File: config.mk
export PLATFORM = sky130hd
export DESIGN_NAME = ofsw_monitor
export DESIGN_NICKNAME = d
export VERILOG_FILES = /design/src/rtl/ofsw_pkg.sv /design/src/rtl/ofsw_window.sv /design/src/rtl/ofsw_chan.sv /design/src/rtl/ofsw_latch.sv /design/src/rtl/ofsw_monitor.sv
export SDC_FILE = /design/constraint.sdc
export NUM_CORES = 1
export LEC_CHECK = 0
export ABC_CLOCK_PERIOD_IN_PS = 1700
export BUFFER_PORTS_ARGS = -buffer_cell sky130_fd_sc_hd__buf_2
export CORE_MARGIN = 1.5
export CORE_UTILIZATION = 35
export CTS_CLUSTER_DIAMETER = 30
export DETAILED_ROUTE_END_ITERATION = 10
export PLACE_DENSITY = 0.71
export SYNTH_ARGS = -nofsm -noshare
export SYNTH_HDL_FRONTEND = slang
export SYNTH_SLANG_ARGS = --single-unit
File: constraint.sdc
create_clock -name clk -period 1.7 [get_ports clk]
set_clock_uncertainty 0.1 [all_clocks]
set_input_delay 0.255 -clock clk [delete_from_list [all_inputs] [get_ports clk]]
set_output_delay 0.255 -clock clk [all_outputs]
set_load 0.05 [all_outputs]
File: src/rtl/ofsw_pkg.sv
package ofsw_pkg;

  // verdict of one channel at the closing read: no earlier drop, still high now
  function automatic logic chan_verdict(input logic dropped, input logic cmp_now);
    return !dropped && cmp_now;
  endfunction

  // a new window starts on an enable rise or on any read
  function automatic logic open_event(input logic en, input logic en_q, input logic rd);
    return (en && !en_q) || rd;
  endfunction

endpackage

File: src/rtl/ofsw_window.sv
module ofsw_window
  import ofsw_pkg::*;
#(
  parameter int NCH = 4
) (
  input  logic           clk,
  input  logic           rst_n,
  input  logic           en,
  input  logic           rd_done,
  input  logic [NCH-1:0] prot,
  output logic           win,
  output logic           restart,
  output logic           void_now,
  output logic           active
);
  logic en_q;
  logic active_q;
  logic void_q;
  logic prot_any;

  assign prot_any = |prot;
  assign restart  = open_event(en, en_q, rd_done);
  assign win      = active_q && en;
  assign void_now = void_q || (win && prot_any);
  assign active   = active_q;

  always_ff @(posedge clk or negedge rst_n) begin
    if (!rst_n) begin
      en_q     <= 1'b0;
      active_q <= 1'b0;
      void_q   <= 1'b0;
    end else begin
      en_q     <= en;
      active_q <= en && (active_q || restart);
      if (restart)               void_q <= 1'b0;
      else if (win && prot_any)  void_q <= 1'b1;
    end
  end
endmodule

File: src/rtl/ofsw_chan.sv
module ofsw_chan
  import ofsw_pkg::*;
(
  input  logic clk,
  input  logic rst_n,
  input  logic win,
  input  logic restart,
  input  logic cmp,
  output logic pass
);
  logic dropped_q;

  always_ff @(posedge clk or negedge rst_n) begin
    if (!rst_n)            dropped_q <= 1'b0;
    else if (restart)      dropped_q <= 1'b0;
    else if (win && !cmp)  dropped_q <= 1'b1;
  end

  assign pass = chan_verdict(dropped_q, cmp);
endmodule

File: src/rtl/ofsw_latch.sv
module ofsw_latch #(
  parameter int NCH = 4
) (
  input  logic           clk,
  input  logic           rst_n,
  input  logic           rd_done,
  input  logic           win,
  input  logic           void_now,
  input  logic [NCH-1:0] pass,
  output logic [NCH-1:0] flags
);
  always_ff @(posedge clk or negedge rst_n) begin
    if (!rst_n)        flags <= '0;
    else if (rd_done)  flags <= (win && !void_now) ? pass : '0;
  end
endmodule

File: src/rtl/ofsw_monitor.sv
module ofsw_monitor #(
  parameter int NCH = 4
) (
  input  logic           clk,
  input  logic           rst_n,
  input  logic           ofs_en,
  input  logic           rd_done,
  input  logic [NCH-1:0] cmp_hi,
  input  logic [NCH-1:0] prot_trip,
  output logic [NCH-1:0] ofs_flag,
  output logic           test_active
);
  logic           win;
  logic           restart;
  logic           void_now;
  logic [NCH-1:0] pass;

  ofsw_window #(.NCH(NCH)) u_win (
    .clk(clk), .rst_n(rst_n), .en(ofs_en), .rd_done(rd_done), .prot(prot_trip),
    .win(win), .restart(restart), .void_now(void_now), .active(test_active)
  );

  for (genvar g = 0; g < NCH; g++) begin : g_ch
    ofsw_chan u_ch (
      .clk(clk), .rst_n(rst_n), .win(win), .restart(restart),
      .cmp(cmp_hi[g]), .pass(pass[g])
    );
  end

  ofsw_latch #(.NCH(NCH)) u_lat (
    .clk(clk), .rst_n(rst_n), .rd_done(rd_done), .win(win),
    .void_now(void_now), .pass(pass), .flags(ofs_flag)
  );
endmodule

==> out/results.txt, run 1 <==
status - finished, final reports clean
deepest clock path buffer count - 2
Syn Area/Cell - 11.9 um2
FF+latch area - 275 um2
Die Y - 39.9 um
largest net degree at the start of global routing - 12
Worst-Margin Slew - 0.388 ns
P_int - 383 uW
CP Data Required Time - 1.77 ns
# IOs - 17
post-synthesis cell count - 40
largest cells by area after synthesis - dfrtp_1, o32ai_2, o21a_1, inv_1, nand2_1
CP startpoint kind - input pin
NumNets Final - 73
critical path type - input pin to flip-flop
Post-Syn Area - 475 um2
DRC - 0
hold slack - 0.0541 ns
Setup Buffers After CTS - 0
DR pass1 iterations - 2
n_diodes - 0
Combinational Power Share - 0.110
sw frac - 0.244
routed vias - 376
Fill cells - 130
CTS Buf Count - 3
power per cell area - 833 nW/um2
Critical-path top delay cell - or4_4
Slew Limit Fails - 0
final period utilization - 0.871
setup violators final - 0
root buffer cell - clkbuf_4
sequential area share after synthesis - 0.579
RD Place Congestion - 0.648
P_leak - 0.293 nW
Via density - 5.01
Yosys top cell area share - 0.579
CP Cell Sequence - buf_2 -> or4_4 -> or3_4 -> o32ai_2
WP data arrival - 1.55 ns
Yosys reg bits - 11
Relative slew margins - 0.741
max-cap violations - 0
Peak VDD IR - 0.429 mV
die extent in x - 39.9 um
crit-path max cell delay - 0.52 ns
syn nets - 52
grt ovf - 0
Routed WL - 871 um
Die ar. - 1590 um2
number of global-route vias before repair - 311
initial antenna violation count - 0
endpoints failing hold - 0
area of the multi-input gates - 178 um2
GRT Util Overall - 0.133
Critical path buffers and inverters - 1
first-pass GRT wire length - 1.28 mm
core footprint - 1280 um2
Netlist cell types - 13
Worst setup EP type - flip-flop
Final TNS setup - 0 ns
Tmin final - 1.48 ns
initial drt markers - 1
RSZ-0062 raised after global routing - false
Initial Util - 0.370
routed len/inst - 11.6 um
clk_lat worst skew - 0.26 ns
Ys Warns - 0
Worst-path clk slew - 0.07 ns
min-delay worst type - input pin to flip-flop
sequential power share - 0.544
CP delay by family, top - simple AND/OR/NAND/NOR gates
Synth area leader - dfrtp_1
Clk pwr share - 0.346
Port Buffers - 16
std cell rows - 13
number of H-tree levels - 1
Crit Path Max Fanout - 4
Layout Area Growth over Synthesis - 27.6%
Routed Antenna Nets - 0
CTS sink count - 11
Max Fclk - 0.676 GHz
Sw Pwr - 123 uW
share of cells above drive strength 1 - 0.417
Post-Route Utilization - 0.472
CTS tree - done
Detailed Place HPWL - 659 um
## flip-flops by register name (all words and copies together) (netlist names)
name                 cells
u_win.active             1
u_win.en_q               1
u_win.void_q             1
g_ch.u_ch.dropped_q      4
u_lat.flags              4
## power groups by stage
stage / Combinational, mW / Clock (mW) / Sequential (mW)
after floorplan: 0.0219 / 0 / 0.287
after global placement: 0.0542 / 0 / 0.280
after detailed placement: 0.0553 / 0 / 0.280
after CTS: 0.0569 / 0.182 / 0.275
after global routing: 0.0613 / 0.194 / 0.276
final: 0.0557 / 0.175 / 0.275
## synth_stat cells
cell / instances
a21oi_1: 1
a31oi_1: 1
clkbuf_1: 1
dfrtp_1: 11
inv_1: 5
nand2_1: 5
nor2_1: 4
nor2b_1: 1
o21a_1: 4
o31a_1: 1
o32ai_2: 4
or3_4: 1
or4_4: 1
## layout make-up
| type | count | area share |
|---|---|---|
| repair buffers | 17 | 0.148 |
| flip-flops and latches | 11 | 0.454 |
| clock buffers | 4 | 0.0433 |
| well taps | 15 | 0.0309 |
| inverters | 5 | 0.0309 |
| multi-input cells | 23 | 0.293 |
## routing by layer
layer  global-route usage  wire length (um)  vias up
met4                0.103                 8        0
met2                0.201               459       12
li1                     -                 -      180
met1                0.147               362      182
met5                    0                 0        -
met3               0.0511                40        2
## timing repair
item	4_1_cts	5_1_grt
resized for setup	0	0
hold endpoints to repair	11	0
hold buffers	1	0
## metrics by stage
| step | area, um2 | power [mW] | setup slack [ns] | cells |
|---|---|---|---|---|
| final | 607 | 0.506 | 0.220 | 75 |
| after global routing | 607 | 0.531 | 0.193 | 75 |
| after CTS | 607 | 0.514 | 0.217 | 75 |
| after detailed placement | 571 | 0.335 | -0.0588 | 70 |
| after global placement | 571 | 0.334 | -0.0477 | 70 |
| after floorplan | 475 | 0.309 | 0.0588 | 40 |
## placed cells by master, fill, tap and decap left out, types with 3 or more instances in the layout
cell type   n
buf_2      16
clkbuf_4    3
dfrtp_1    11
inv_1       5
nand2_1     5
nor2_1      4
o21a_1      4
o32ai_2     4
## worst reg2reg max path, cell delays in order, from the launching register on
cell,delay (ns)
dfrtp_1,0.39
nand2_1,0.15
or3_4,0.40
o32ai_2,0.26
## path summary, 6_finish.rpt
check                                                         from                                  to  slack [ns]  cells after the start
min in group asynchronous                                    rst_n          u_lat.flags[1]$_DFFE_PN0P_        0.28                      2
worst min register to register  g_ch[0].u_ch.dropped_q$_DFFE_PN0P_          u_lat.flags[0]$_DFFE_PN0P_        0.39                      1
max in group asynchronous                                    rst_n  g_ch[3].u_ch.dropped_q$_DFFE_PN0P_        1.02                      2
worst min-delay path                                        ofs_en                u_win.en_q$_DFF_PN0_        0.05                      1
worst max register to register              u_win.active$_DFF_PN0_          u_lat.flags[1]$_DFFE_PN0P_        0.30                      3
worst max-delay path                                  prot_trip[1]          u_lat.flags[1]$_DFFE_PN0P_        0.22                      4
## kinds of logic after synthesis
family                 Yosys count  share of synthesized area
AND/OR/NAND/NOR                 12                      0.132
flip-flops                      11                      0.579
AO/OA/AOI/OAI                   11                      0.242
buffers and inverters            6                     0.0474
No activity file was read; power rests on OpenSTA's default activity.
==> run 2: changes to the inputs <==
--- a/config.mk
+++ b/config.mk
@@ -11,7 +11,9 @@
 export CORE_UTILIZATION = 35
 export CTS_CLUSTER_DIAMETER = 30
 export DETAILED_ROUTE_END_ITERATION = 10
+export MAX_ROUTING_LAYER = met4
 export PLACE_DENSITY = 0.71
+export RECOVER_POWER = 100
 export SYNTH_ARGS = -nofsm -noshare
 export SYNTH_HDL_FRONTEND = slang
 export SYNTH_SLANG_ARGS = --single-unit
==> out/results.txt, run 2 (synthesis gave the netlist of run 1 again) <==
r2r setup slk - 0.22 ns
GRT Util Overall - 0.136
final period utilization - 0.917
max-cap violations - 0
Worst Setup SP - prot_trip[1]
Reg2Reg Depth - 3
Combinational Power Share - 0.106
Slew Limit Fails - 0
commonest non-fill, non-tap cell in the layout - dfrtp_1
Final TNS setup - 0 ns
min-delay worst type - input pin to flip-flop
Fill cells - 137
sw frac - 0.243
Routed Antenna Nets - 0
power per cell area - 859 nW/um2
# IOs - 17
Worst-Margin Slew - 0.611 ns
P_leak - 0.263 nW
CP Data Required Time - 1.76 ns
critical path type - input pin to flip-flop
share of cells above drive strength 1 - 0.267
deepest clock path buffer count - 2
root buffer cell - clkbuf_4
leading cell types in the layout, fill and taps excluded - dfrtp_1, buf_2, clkbuf_1
Die Y - 39.9 um
Design Power - 503 uW
largest registers - g_ch.u_ch.dropped_q: 4 flops, u_lat.flags: 4 flops
die extent in x - 39.9 um
post-cts resize count - 0
routed len/inst - 11.8 um
sequential power share - 0.547
Setup Buffers After CTS - 0
grt ovf - 0
Layout Cells excl Fill - 75
Min-Delay Path Depth - 1
R2R Path Start - u_win.active$_DFF_PN0_
clk_lat worst skew - 0.26 ns
Port Buffers - 16
NumNets Final - 73
Worst-path clk slew - 0.07 ns
initial antenna violation count - 0
Worst setup EP type - flip-flop
CTS Buf Count - 3
CTS sink count - 11
Via density - 5.08
Sw Pwr - 122 uW
Post-Route Utilization - 0.456
WP data arrival - 1.62 ns
status - finished, final reports clean
RD Place Congestion - 0.653
P_int - 381 uW
CTS hold repair buffers - 1
CTS tree - done
number of global-route vias before repair - 313
DR pass1 iterations - 4
CP startpoint kind - input pin
Die ar. - 1590 um2
routed vias - 381
RSZ-0062 raised after global routing - false
DRC - 0
Crit Path Max Fanout - 4
std cell rows - 13
first-pass GRT wire length - 1.28 mm
Clk pwr share - 0.347
Initial Util - 0.370
Routed WL - 887 um
Detailed Place HPWL - 659 um
number of H-tree levels - 1
largest net degree at the start of global routing - 12
Tmin final - 1.56 ns
endpoints failing hold - 0
setup violators final - 0
Peak VDD IR - 0.428 mV
initial drt markers - 3
placed cells - 70
HP Start - ofs_en
Relative slew margins - 0.593
core footprint - 1280 um2
n_diodes - 0
Layout Area Growth over Synthesis - 23.2%
Max Fclk - 0.642 GHz
run 2: changes by cell type in the layout (fill, tap and decap cells not counted), sizes merged:
cell | before | now
buf | 16 | 9
clkbuf | 4 | 11
run 2: power by group through the flow:
stage / Clock [mW] / Combinational [mW] / Sequential (mW)
5_1_grt: 0.194 / 0.0590 / 0.276
2_1_floorplan: 0 / 0.0219 / 0.287
4_1_cts: 0.182 / 0.0569 / 0.275
3_3_place_gp: 0 / 0.0542 / 0.280
3_5_place_dp: 0 / 0.0553 / 0.280
6_report: 0.174 / 0.0536 / 0.275
run 2: critical path: stages:
cell and delay, ns:
buf_2 0.09, or4_4 0.52, or3_1 0.46, o32ai_1 0.30
run 2: metal layers:
layer / share of wire / wire, um / GRT usage
met5: 0 / 0 / -
met4: 0.0090 / 8 / 0.103
met3: 0.059 / 52 / 0.0511
met2: 0.51 / 450 / 0.201
met1: 0.42 / 375 / 0.147
run 2: path summary, 6_finish.rpt:
kind,to
max,u_lat.flags[0]$_DFFE_PN0P_
min,u_win.en_q$_DFF_PN0_
max reg2reg,u_lat.flags[0]$_DFFE_PN0P_
min reg2reg,u_lat.flags[0]$_DFFE_PN0P_
max in group asynchronous,g_ch[3].u_ch.dropped_q$_DFFE_PN0P_
min in group asynchronous,u_lat.flags[1]$_DFFE_PN0P_
run 2: cell type report:
type,instances,area [um2],share of cell area
Inverter,5,18.8,0.0321
Timing Repair Buffer,17,81.3,0.139
Sequential cell,11,275,0.470
Clock buffer,4,26.3,0.0449
Tap cell,15,18.8,0.0321
Multi-Input combinational cell,23,165,0.282
run 2: per-stage QoR:
stage	area [um2]	setup WS (ns)	hold WS (ns)
after floorplan	475	0.0588	-0.141
after global placement	571	-0.0477	0.0368
after detailed placement	571	-0.0588	0.0382
after CTS	607	0.217	0.0453
after global routing	586	0.104	0.0678
final	586	0.141	0.0771
